**config.mk**
```make
export PLATFORM = sky130hd
export DESIGN_NAME = xbus_bridge
export DESIGN_NICKNAME = d
export VERILOG_FILES = /design/src/rtl/xbus_bridge_pkg.sv /design/src/rtl/xbus_seq.sv /design/src/rtl/xbus_capture.sv /design/src/rtl/xbus_decode.sv /design/src/rtl/xbus_bridge.sv
export SDC_FILE = /design/constraint.sdc
export NUM_CORES = 1
export LEC_CHECK = 0
export BUFFER_PORTS_ARGS = -buffer_cell sky130_fd_sc_hd__buf_2
export CAP_MARGIN = 20
export CORE_MARGIN = 1.5
export CORE_UTILIZATION = 40
export DETAILED_ROUTE_END_ITERATION = 6
export GPL_TIMING_DRIVEN = 0
export PLACE_DENSITY = 0.77
export SETUP_SLACK_MARGIN = 0.05
export SLEW_MARGIN = 20
export SYNTH_ARGS = -nofsm -noshare
export SYNTH_HDL_FRONTEND = slang
export SYNTH_SLANG_ARGS = --single-unit
```
**constraint.sdc**
```tcl
create_clock -name clk -period 1.7 [get_ports clk]
set_input_delay 0.17 -clock clk [delete_from_list [all_inputs] [get_ports clk]]
set_output_delay 0.17 -clock clk [all_outputs]
set_load 0.05 [all_outputs]
```
**src/rtl/xbus_bridge_pkg.sv**
```systemverilog
package xbus_bridge_pkg;
  typedef enum logic [3:0] {
    ST_IDLE, ST_REQ, ST_GNT, ST_ALE, ST_AACK, ST_DATA,
    ST_DROP, ST_REL, ST_WAITNG, ST_SLCS, ST_SLAS
  } xb_state_e;
endpackage

```
**src/rtl/xbus_seq.sv**
```systemverilog
module xbus_seq
  import xbus_bridge_pkg::*;
(
  input  logic      clk,
  input  logic      rst_n,
  input  logic      agt_req_n,
  input  logic      agt_as_n,
  input  logic      agt_ds_n,
  input  logic      agt_dtack_n,
  input  logic      cpu_bgnt_n,
  input  logic      cpu_sel,
  output xb_state_e state_q
);
  xb_state_e nxt;

  always_comb begin
    nxt = state_q;
    unique case (state_q)
      ST_IDLE:   if (cpu_sel) nxt = ST_SLCS;
                 else if (!agt_req_n && cpu_bgnt_n) nxt = ST_REQ;
      ST_REQ:    if (agt_req_n) nxt = ST_REL;
                 else if (!cpu_bgnt_n) nxt = ST_GNT;
      ST_GNT:    if (agt_req_n) nxt = ST_DROP;
                 else if (!agt_as_n) nxt = ST_ALE;
      ST_ALE:    nxt = ST_AACK;
      ST_AACK:   nxt = ST_DATA;
      ST_DATA:   if (agt_req_n) nxt = ST_DROP;
                 else if (!agt_ds_n && !agt_dtack_n) nxt = ST_GNT;
      ST_DROP:   nxt = ST_REL;
      ST_REL:    nxt = ST_WAITNG;
      ST_WAITNG: if (cpu_bgnt_n) nxt = ST_IDLE;
      ST_SLCS:   nxt = ST_SLAS;
      ST_SLAS:   if (!cpu_sel) nxt = ST_IDLE;
      default:   nxt = ST_IDLE;
    endcase
  end

  always_ff @(posedge clk or negedge rst_n) begin
    if (!rst_n) state_q <= ST_IDLE;
    else        state_q <= nxt;
  end

  // grant only after the CPU released the bus
  p_gnt_after_cpu_r2: assert property (@(posedge clk) disable iff (!rst_n)
    (state_q == ST_REQ && cpu_bgnt_n) |=> state_q != ST_GNT);
  // no new request before the CPU grant is seen high
  p_wait_release_r9: assert property (@(posedge clk) disable iff (!rst_n)
    (state_q == ST_WAITNG && !cpu_bgnt_n) |=> state_q == ST_WAITNG);
endmodule

```
**src/rtl/xbus_capture.sv**
```systemverilog
module xbus_capture #(
  parameter int AD_W     = 32,
  parameter int ADDR_LSB = 2,
  localparam int WA_W    = AD_W - ADDR_LSB
) (
  input  logic            clk,
  input  logic            rst_n,
  input  logic            take,
  input  logic [WA_W-1:0] ad_in,
  input  logic            wr_in,
  output logic [WA_W-1:0] addr_q,
  output logic            wr_q
);
  always_ff @(posedge clk or negedge rst_n) begin
    if (!rst_n) begin
      addr_q <= '0;
      wr_q   <= 1'b0;
    end else if (take) begin
      addr_q <= ad_in;
      wr_q   <= wr_in;
    end
  end

  // the copy only changes on a capture
  p_addr_hold_r5: assert property (@(posedge clk) disable iff (!rst_n)
    !take |=> $stable(addr_q));
endmodule

```
**src/rtl/xbus_decode.sv**
```systemverilog
module xbus_decode
  import xbus_bridge_pkg::*;
(
  input  logic      clk,
  input  logic      rst_n,
  input  xb_state_e state_q,
  input  logic      wr_q,
  output logic      agt_gnt_n,
  output logic      cpu_breq_n,
  output logic      cpu_ale,
  output logic      agt_aack_n,
  output logic      agt_oe_n,
  output logic      agt_dir_n,
  output logic      cpu_rd_n,
  output logic      cpu_wr_n,
  output logic      cpu_burst_n,
  output logic      cpu_dataen_n,
  output logic      agt_cs_n,
  output logic      agt_sas_n,
  output logic      cpu_ctl_en
);
  logic granted, xfer, owning;

  always_comb begin
    granted = state_q inside {ST_GNT, ST_ALE, ST_AACK, ST_DATA};
    xfer    = state_q inside {ST_ALE, ST_AACK, ST_DATA};
    owning  = granted || state_q == ST_REQ || state_q == ST_DROP;

    agt_gnt_n    = !granted;
    cpu_breq_n   = !owning;
    cpu_ale      = state_q == ST_ALE;
    agt_aack_n   = state_q != ST_AACK;
    agt_oe_n     = !xfer;
    agt_dir_n    = !(state_q == ST_ALE || state_q == ST_AACK ||
                     (state_q == ST_DATA && wr_q));
    cpu_rd_n     = 1'b1;
    cpu_burst_n  = 1'b1;
    cpu_wr_n     = !(xfer && wr_q);
    cpu_dataen_n = !(state_q == ST_DATA && !wr_q);
    agt_cs_n     = !(state_q == ST_SLCS || state_q == ST_SLAS);
    agt_sas_n    = state_q != ST_SLAS;
    cpu_ctl_en   = granted;
  end

  // acknowledge exactly one clock after the latch enable
  p_aack_follows_ale_r4: assert property (@(posedge clk) disable iff (!rst_n)
    cpu_ale |=> (!agt_aack_n && !cpu_ale));
  p_aack_needs_ale_r4: assert property (@(posedge clk) disable iff (!rst_n)
    $fell(agt_aack_n) |-> $past(cpu_ale));
  // agent never drives with its transceiver disabled
  p_dir_implies_oe_r6: assert property (@(posedge clk) disable iff (!rst_n)
    !agt_dir_n |-> !agt_oe_n);
  // slave strobe only after chip select
  p_sas_after_cs_r10: assert property (@(posedge clk) disable iff (!rst_n)
    $fell(agt_sas_n) |-> $past(!agt_cs_n));
endmodule

```
**src/rtl/xbus_bridge.sv**
```systemverilog
module xbus_bridge
  import xbus_bridge_pkg::*;
#(
  parameter int AD_W     = 32,
  parameter int ADDR_LSB = 2,
  localparam int WA_W    = AD_W - ADDR_LSB
) (
  input  logic            clk,
  input  logic            rst_n,
  input  logic            agt_req_n,
  output logic            agt_gnt_n,
  input  logic            agt_as_n,
  input  logic            agt_ds_n,
  input  logic            agt_dtack_n,
  input  logic            agt_wr,
  input  logic [WA_W-1:0] agt_ad,
  output logic [WA_W-1:0] lat_addr,
  output logic            agt_aack_n,
  output logic            agt_oe_n,
  output logic            agt_dir_n,
  output logic            agt_cs_n,
  output logic            agt_sas_n,
  input  logic            cpu_sel,
  output logic            cpu_breq_n,
  input  logic            cpu_bgnt_n,
  output logic            cpu_ale,
  output logic            cpu_rd_n,
  output logic            cpu_wr_n,
  output logic            cpu_burst_n,
  output logic            cpu_dataen_n,
  output logic            cpu_ctl_en
);
  xb_state_e state_q;
  logic      wr_q;
  logic      take;

  assign take = (state_q == ST_GNT) && !agt_req_n && !agt_as_n;

  xbus_seq u_seq (
    .clk(clk), .rst_n(rst_n), .agt_req_n(agt_req_n), .agt_as_n(agt_as_n),
    .agt_ds_n(agt_ds_n), .agt_dtack_n(agt_dtack_n), .cpu_bgnt_n(cpu_bgnt_n),
    .cpu_sel(cpu_sel), .state_q(state_q)
  );

  xbus_capture #(.AD_W(AD_W), .ADDR_LSB(ADDR_LSB)) u_cap (
    .clk(clk), .rst_n(rst_n), .take(take), .ad_in(agt_ad), .wr_in(agt_wr),
    .addr_q(lat_addr), .wr_q(wr_q)
  );

  xbus_decode u_dec (
    .clk(clk), .rst_n(rst_n), .state_q(state_q), .wr_q(wr_q),
    .agt_gnt_n(agt_gnt_n), .cpu_breq_n(cpu_breq_n), .cpu_ale(cpu_ale),
    .agt_aack_n(agt_aack_n), .agt_oe_n(agt_oe_n), .agt_dir_n(agt_dir_n),
    .cpu_rd_n(cpu_rd_n), .cpu_wr_n(cpu_wr_n), .cpu_burst_n(cpu_burst_n),
    .cpu_dataen_n(cpu_dataen_n), .agt_cs_n(agt_cs_n), .agt_sas_n(agt_sas_n),
    .cpu_ctl_en(cpu_ctl_en)
  );

  // grant held while the request stays low
  p_grant_hold_r3: assert property (@(posedge clk) disable iff (!rst_n)
    (!agt_gnt_n && !agt_req_n) |=> !agt_gnt_n);
  // the agent is never granted without the CPU request active
  p_gnt_under_breq_r2: assert property (@(posedge clk) disable iff (!rst_n)
    !agt_gnt_n |-> !cpu_breq_n);
  // grant drops before the CPU request is released
  p_release_order_r9: assert property (@(posedge clk) disable iff (!rst_n)
    $rose(cpu_breq_n) |-> $past(agt_gnt_n));
  // read and burst stay idle
  p_rd_burst_idle_r7: assert property (@(posedge clk) disable iff (!rst_n)
    cpu_rd_n && cpu_burst_n);
endmodule

```
---- After elaboration in Yosys (flattened, before gate mapping) ----
Index checks and enable logic that the tools add are counted.
storage, ports and cells
  bits in registers ....................... 35
  input port bits ......................... 39
operators by class
  eq/ne operators ......................... 18
  mux-type cells .......................... 11
  reduce and logical (&&, ||, !) cells .... 28
operators with widths
  operator            count
  $pmux 4 s11         1
  $mux 4              10
  $eq 4x3->1 const B  4
  $eq 4x4->1 const B  3
  $logic_not 1->1     12
  $ne 3x3->1 const B  3
  $eq 4x2->1 const B  2
  $logic_and 1x1->1   7
  $reduce_and 6->1    1
  $logic_or 1x1->1    5
  $eq 4x1->1 const B  1
  $logic_not 4->1     1
  $ne 2x2->1 const B  2
  $ne 4x3->1 const B  1
  $ne 4x4->1 const B  1
  $reduce_bool 4->1   1
  $ne 3x2->1 const B  1
  $reduce_bool 3->1   1

---- Depth between registers and ports, before layout ----
Gate-level depths: netlist of the first run.
  word-level depth ........................ 5
  mapped depth ............................ 5
  mapped depth without buffers ............ 4

---- Modules after synthesis ----
From an unflattened synthesis of the first run, not the netlist that was laid out.
unflattened totals
  cells, all modules ...................... 135
  area, all modules ....................... 1684.1 µm²
by module, submodules not included
  module        times used  cells each  area an instance (µm²)  sequential area each (µm²)
  xbus_capture  1           65          1158.6                  775.7
  xbus_seq      1           44          362.8                   100.1
  xbus_decode   1           24          142.6                   0.0
  xbus_bridge   1           2           20.0                    0.0

---- Worst setup path before layout of the first run ----
Ideal clock, no wire load.
  kind .................................... register -> output
  from .................................... register u_seq.state_q[0]
  to ...................................... output cpu_wr_n
  arrival ................................. 2.506 ns
  data required time ...................... 1.530 ns
  path slack .............................. -0.976 ns
  stages on the path, launching flop included .. 6
  path buffers ............................ 1
  cell sequence ........................... dfrtp_1 -> clkbuf_1 -> nand2_1 -> nor3_1 -> nand2b_1 -> o21ai_0
on the way
  word-level cells in the longest chain between the ends .. 4
  elaborated cells on any way between the ends .. 6
  those cells by class .................... eq/ne (3); reduce/logical (3)
ends and longest elaborated chain
  item                    RTL line           source
  start, declared         xbus_seq.sv:12     output xb_state_e state_q
  start signal, assigned  xbus_seq.sv:40     else state_q <= nxt;
  $eq 4x2->1              n/a
  named net cpu_ale       xbus_bridge.sv:26  output logic cpu_ale,
  $reduce_bool 3->1       xbus_decode.sv:26  xfer = state_q inside {ST_ALE, ST_AACK, ST_DATA};
  $logic_and 1x1->1       xbus_decode.sv:38  cpu_wr_n = !(xfer && wr_q);
  $logic_not 1->1         xbus_decode.sv:38
  end, declared           xbus_bridge.sv:28  output logic cpu_wr_n,
The timed path passes the listed nets, and every way through them passes these cells.

---- Final worst setup path of the first run ----
  from .................................... register u_seq.state_q[2]
  to ...................................... register u_seq.state_q[0]
on the way
  word-level cells in the longest chain between the ends .. 3
  elaborated cells on any way between the ends .. 19
  those cells by class .................... eq/ne (16); mux (1); reduce/logical (2)
ends and longest elaborated chain
  item                                                       RTL line        source
  $eq 4x3->1, or another cell as far along                   xbus_seq.sv:18  unique case (state_q)
  $ne 3x3->1 (no source line), or another cell as far along  n/a
  $reduce_and 6->1 (no source line)                          n/a
Parallel ways exist; a longest one is shown, timed or not.
A chain may end at the register's enable or synchronous reset.

==> results.json, run 1 <==
{
  "status": "finished, final reports clean",
  "initial_utilization": 0.426,
  "grt_overflow": 0,
  "synth.most_common_cell": "dfrtp_1",
  "slew_violations": 0,
  "drc": 0,
  "cts_root_buffer": "clkbuf_8",
  "slew_headroom": 0.506,
  "htree_levels": 2,
  "coreArea_sq_um": 3740,
  "grt_pass1_vias": 1386,
  "grt_max_degree": 36,
  "holdWs_ns": 0.103,
  "wire_per_inst_um": 13.5,
  "clk_pin_slew_ns": 0.07,
  "numClockSinks": 35,
  "diodes": 0,
  "rows": 22,
  "tns_ns": 0,
  "cts_buffer_depth": 2,
  "cp_data_arrival_time_ns": 1.87,
  "multi_input_area_sq_um": 731,
  "ys_warn_count": 0,
  "routed_via_density": 4.88,
  "worstPathMaxFanout": 3,
  "first_pass_iters": 4,
  "max_clock_freq_mhz": 589,
  "synthFlopType": "dfrtp_1",
  "port_buffers": 79,
  "maxCapViolCount": 0,
  "hpwl_um": 2640,
  "ios": 82,
  "hold_viol": 0,
  "place_area_sq_um": 2140,
  "postRouteWirelength_um": 3620,
  "final_antenna_net_count": 0,
  "cts_buffers": 5,
  "die-area_sq_um": 4380,
  "critPathRequiredTime_ns": 1.87,
  "die_w_um": 66.2,
  "fin_crit_ns": 1.70,
  "regArea_sq_um": 876,
  "synthTopCellsByCount": "35 x dfrtp_1, 32 x mux2_1, 5 x buf_4",
  "synth.distinct_cells": 34,
  "rsz0062_at_grt": "yes",
  "crit_type": "reg -> reg",
  "clk_latency_ns": 0.28,
  "postSynthCellCount": 124,
  "synth_area_leaders": "dfrtp_1 55%, mux2_1 23%, buf_4 2.4%, nand2b_1 1.6%, o21ai_0 1.3%",
  "drive_above_1_share": 0.525,
  "cp-start-kind": "register",
  "place_congestion": 0.795,
  "die_height_um": 66.2,
  "ys_ff_latch": 35,
  "final.period_utilization": 0.999,
  "synth_area_sq_um": 1600,
  "drt-initial-drc-count": 66,
  "placed_cells": 252,
  "synth_edf_count": 0,
  "grt_pass1_wl_um": 6260,
  "end_kind": "register",
  "final_nets": 259,
  "clock-skew-final_ns": 0.00971,
  "cts_tree": "yes",
  "synth_top_area_frac": 0.549,
  "synthArstFlopShare": 1.00,
  "grtUsageTotal": 0.188,
  "finalSetupViolCount": 0,
  "synth_area_per_cell_sq_um": 12.9,
  "max_slew.worst_pin.slew_ns": 0.742,
  "syn_to_final_growth_pct": 49.5,
  "antenna_found_initial": 0,
  "routed-via-count": 1312,
  "yosysSeqAreaShare": 0.549,
  "fin_cells": 269,
  "yosysTopAreaCell": "dfrtp_1",
  "fill_cells": 334,
  "fin_area_sq_um": 2380,
  "worstHoldPathType": "in -> reg"
}
[cell usage in the layout (no fill, tap or decap), types with 3 or more instances in the layout]
master    Yosys  final
buf_2         2     72
buf_4         5     11
buf_6         0     10
clkbuf_8      0      9
dfrtp_1      35     35
inv_1         3      3
mux2_1       32     31
nand2b_1      4      3
[flip-flops by register name (all words and copies together), names as in the netlist]
name and count:
u_cap.addr_q 30, u_cap.wr_q 1, u_seq.state_q 4
[kinds of logic (layout without fill, tap and decap cells)]
kind of cell / Yosys count / after routing / synth area share
other cells: 1 / 2 / 0.00235
compound gates: 18 / 18 / 0.0792
buf+inv: 13 / 109 / 0.0439
simple gates: 23 / 23 / 0.0878
flops: 35 / 35 / 0.549
mux: 32 / 32 / 0.226
fa+ha+maj: 1 / 1 / 0.00627
xor+xnor: 1 / 1 / 0.00549
[final timing paths]
check	from	end	slack [ns]	depth (start not counted)
worst max-delay path	u_seq.state_q[2]$_DFFE_PN0P_	u_seq.state_q[0]$_DFFE_PN0P_	0.0009	4
worst min-delay path	agt_ad[21]	u_cap.addr_q[21]$_DFFE_PN0P_	0.10	2
worst max register to register	u_seq.state_q[2]$_DFFE_PN0P_	u_seq.state_q[0]$_DFFE_PN0P_	0.0009	4
worst min register to register	u_cap.addr_q[27]$_DFFE_PN0P_	u_cap.addr_q[27]$_DFFE_PN0P_	0.48	1
max in group asynchronous	rst_n	u_cap.addr_q[9]$_DFFE_PN0P_	0.73	2
min in group asynchronous	rst_n	u_cap.addr_q[29]$_DFFE_PN0P_	0.49	2
[worst max-delay path, stage by stage (launching register included)]
cell,delay (ns)
dfrtp_1,0.42
or4_1,0.51
a211o_1,0.28
o211ai_2,0.08
mux2_4,0.31
[cell type report]
class | count | share of cell area
Multi-Input combinational cell | 77 | 0.306
Tap cell | 48 | 0.0252
Sequential cell | 35 | 0.367
Clock buffer | 8 | 0.0420
Buffer | 9 | 0.0414
Inverter | 4 | 0.00735
Timing Repair Buffer | 88 | 0.210
[metal layers]
layer,global-route usage,up-vias,share of wire
li1,-,625,-
met3,0.0443,5,0.051
met1,0.222,640,0.39
met5,0,-,0
met4,0.0459,0,0.0066
met2,0.341,42,0.55
[what timing repair did]
item	CTS	global route
hold buffers	1	0
endpoints found under the hold margin	35	0
setup endpoints to repair	36	37
setup buffers	8	0
resized for setup	19	5
pin swaps	3	0
[through the flow]
stage,setup slack (ns),util
after global routing,-0.0352,0.637
after global placement,0.00801,0.571
after floorplan,-0.00909,-
after detailed placement,-0.0243,0.571
final,0.000924,0.637
after CTS,0.0159,0.633
Power of run 1 is not shown: default switching activity piles up to over one toggle a cycle in this logic, so the estimate is an artifact.
==> run 2: changes to the inputs <==
Settings changed: ABC_AREA from default to 1, HOLD_SLACK_MARGIN from default to 0.15, PLACE_DENSITY 0.77 to 0.75.
==> run 2 against run 1 <==
Non-clock buffer count is 29 higher. First-iteration DRC count grew 65%. Synthesized area increased by 13%. Fmax is 0.59% higher. Sequential share of layout area down 6.0 points.
==> results.json, run 2 <==
{
  "cts_root_buffer": "clkbuf_8",
  "slew_violations": 0,
  "maxCapViolCount": 0,
  "grt_pass1_wl_um": 7450,
  "drive_above_1_share": 0.465,
  "cp_data_arrival_time_ns": 1.52,
  "clockPowerShare": 0.100,
  "fin_area_sq_um": 2870,
  "max_slew.worst_pin.slew_ns": 0.787,
  "antenna_found_initial": 0,
  "switching_share": 0.549,
  "pre_cts_ws_ns": -0.0102,
  "synth_edf_count": 0,
  "clk_pin_slew_ns": 0.07,
  "die_height_um": 70.1,
  "powerDensity_nw_per_um2": 2010,
  "holdWs_ns": 0.194,
  "worst-path-buf-inv": 2,
  "cts_tree": "yes",
  "die_w_um": 70.1,
  "rsz0062_at_grt": "yes",
  "die-area_sq_um": 4910,
  "slew_headroom": 0.476,
  "synthTopCellsByCount": "58 x nand2_1, 42 x inv_1, 35 x dfrtp_1",
  "largest_register_ffs": 30,
  "final_cell_mix": "73 x buf_2, 51 x nand2_1, 38 x inv_1",
  "reg_top3": "u_cap.addr_q x30, u_seq.state_q x4, u_cap.wr_q x1",
  "cp-start-kind": "register",
  "layout_setup_ws_ns": 0.0109,
  "clock-skew-final_ns": 0.00473,
  "layout_commonest_cell": "buf_2",
  "grt_max_degree": 36,
  "wire_per_inst_um": 11.8,
  "r2r_setup_slack_ns": 0.06,
  "hpwl_um": 2820,
  "grt_pass1_vias": 1711,
  "worstHoldEndpoint": "u_seq.state_q[3]$_DFFE_PN0P_",
  "yosysTopAreaCell": "dfrtp_1",
  "crit_type": "reg -> out",
  "worstPathMaxFanout": 5,
  "holdCritStartpoint": "cpu_sel",
  "ios": 82,
  "initial_utilization": 0.413,
  "peakVddDrop_mv": 1.34,
  "postRouteWirelength_um": 4630,
  "holdPathStages": 3,
  "first_pass_iters": 4,
  "critPathTopFamily": "simple AND/OR/NAND/NOR gates",
  "synth.most_common_cell": "nand2_1",
  "rows": 24,
  "use_met1": 0.225,
  "ys_ff_latch": 35,
  "seqPwrFrac": 0.254,
  "syn_to_final_growth_pct": 59.2,
  "critPathRequiredTime_ns": 1.53,
  "path_cells": "nor2_4 -> nand3_2 -> nand2_4 -> nor2_4 -> nand2_4 -> clkinvlp_4 -> buf_8",
  "reg2reg_from": "u_seq.state_q[0]$_DFFE_PN0P_",
  "fin_crit_ns": 1.69,
  "p_comb_frac": 0.646,
  "place_congestion": 0.848,
  "fin_util": 0.658,
  "fill_cells": 363,
  "tns_ns": 0,
  "routed-via-count": 1813,
  "synth_area_sq_um": 1800,
  "postSynthCellCount": 214,
  "synthArstFlopShare": 1.00,
  "internal_power_mw": 2.60,
  "ys_warn_count": 0,
  "end_kind": "output pin",
  "routed_via_density": 4.63,
  "final.period_utilization": 0.994,
  "p_leak_nw": 1.59,
  "synth_area_per_cell_sq_um": 8.41,
  "synth_area_leaders": "dfrtp_1 49%, o21ai_2 15%, nand2_1 12%, inv_1 8.8%, buf_6 4.4%",
  "grtUsageMet3": 0.0476,
  "max_clock_freq_mhz": 592,
  "coreArea_sq_um": 4350,
  "numClockSinks": 35,
  "grtUsageMet2": 0.333,
  "hold_viol": 0,
  "final_nets": 378,
  "drc": 0,
  "place_area_sq_um": 2300,
  "final_antenna_net_count": 0,
  "drt-initial-drc-count": 109,
  "port_buffers": 79,
  "largest-register": "u_cap.addr_q",
  "synth.distinct_cells": 19,
  "worstHoldPathType": "in -> reg",
  "grt_most_used_layer": "met2",
  "grtUsageTotal": 0.189,
  "slowest_delay_ns": 0.47,
  "yosysSeqAreaShare": 0.487,
  "p_switching_mw": 3.15,
  "clk_latency_ns": 0.28,
  "diodes": 0,
  "crit_slowest_cell": "dfrtp_2",
  "finalSetupViolCount": 0,
  "synth_top_area_frac": 0.487,
  "cts_buffers": 5,
  "reg2reg_depth": 9,
  "cts_buffer_depth": 2,
  "grt_overflow": 0,
  "synthFlopType": "dfrtp_1",
  "r2r-end": "u_cap.addr_q[25]$_DFFE_PN0P_",
  "status": "finished, final reports clean",
  "htree_levels": 2
}
-- run 2: cell count changes after synthesis, sizes merged, moves of 3 or more --
cell	previous run	this run
mux2	32	0
o211ai	3	0
nand2b	4	0
inv	4	43
nor2b	3	0
o21ai	5	33
nor2	4	16
nand2	3	59
nand3	0	10
-- run 2: kinds of logic after synthesis --
group,Yosys count,share of synthesized area
AOI/OAI and AO/OA,37,0.169
buffers and inverters,52,0.142
DFF,35,0.487
other,1,0.00208
and+or+nand+nor,89,0.200
-- run 2: worst max-delay path by stage --
| stage | cells past startpoint | slack [ns] | startpoint | to |
|---|---|---|---|---|
| floorplan | 4 | -0.15 | u_seq.state_q[1]$_DFFE_PN0P_ | cpu_breq_n |
| global placement | 6 | 0.02 | u_seq.state_q[3]$_DFFE_PN0P_ | cpu_ctl_en |
| detailed placement | 7 | -0.01 | u_seq.state_q[3]$_DFFE_PN0P_ | agt_gnt_n |
| CTS | 7 | 0.0005 | u_seq.state_q[3]$_DFFE_PN0P_ | agt_gnt_n |
| global route | 7 | -0.06 | u_seq.state_q[3]$_DFFE_PN0P_ | agt_gnt_n |
| finish | 7 | 0.01 | u_seq.state_q[2]$_DFFE_PN0P_ | agt_gnt_n |
-- run 2: area by class of cell --
class                           count  area, sq um  area share
Sequential cell                    35          881       0.307
Timing Repair Buffer              117          795       0.277
Multi-Input combinational cell    128          779       0.272
Inverter                           43          170      0.0594
Buffer                              9         93.8      0.0328
Clock buffer                        7         76.3      0.0266
Tap cell                           52         65.1      0.0227
Clock inverter                      1         5.00     0.00175
-- run 2: timing repair --
| action | CTS | global route |
|---|---|---|
| pin swaps | 5 | 3 |
| gates resized for setup | 22 | 19 |
| setup endpoints to repair | 11 | 38 |
| hold buffers | 32 | 0 |
| buffers inserted | 2 | 4 |
| hold endpoints to repair | 66 | 0 |
-- run 2: metal layers --
| metal | vias to the layer above | routed length (um) |
|---|---|---|
| met5 | - | 0 |
| met4 | 0 | 63 |
| met3 | 9 | 235 |
| met2 | 65 | 2470 |
| met1 | 844 | 1860 |
| li1 | 895 | - |
-- run 2: power by group through the flow --
stage | Combinational [mW] | Clock [mW] | Sequential (mW)
2_1_floorplan | 1.53 | 0 | 2.46
3_3_place_gp | 3.21 | 0 | 1.41
3_5_place_dp | 3.25 | 0 | 1.42
4_1_cts | 3.50 | 0.611 | 1.44
5_1_grt | 3.94 | 0.644 | 1.51
6_report | 3.71 | 0.574 | 1.46
-- run 2: worst min-delay path, delay by kind of cell --
family,cells,cell delay (ns)
buf+inv,1,0.10
simple gates,2,0.17
-- run 2: stage by stage --
step	power [mW]	cells
finish	5.75	392
global placement	4.62	346
floorplan	3.99	215
detailed placement	4.67	346
CTS	5.56	388
global route	6.09	392
No activity file was read; power rests on OpenSTA's default activity.
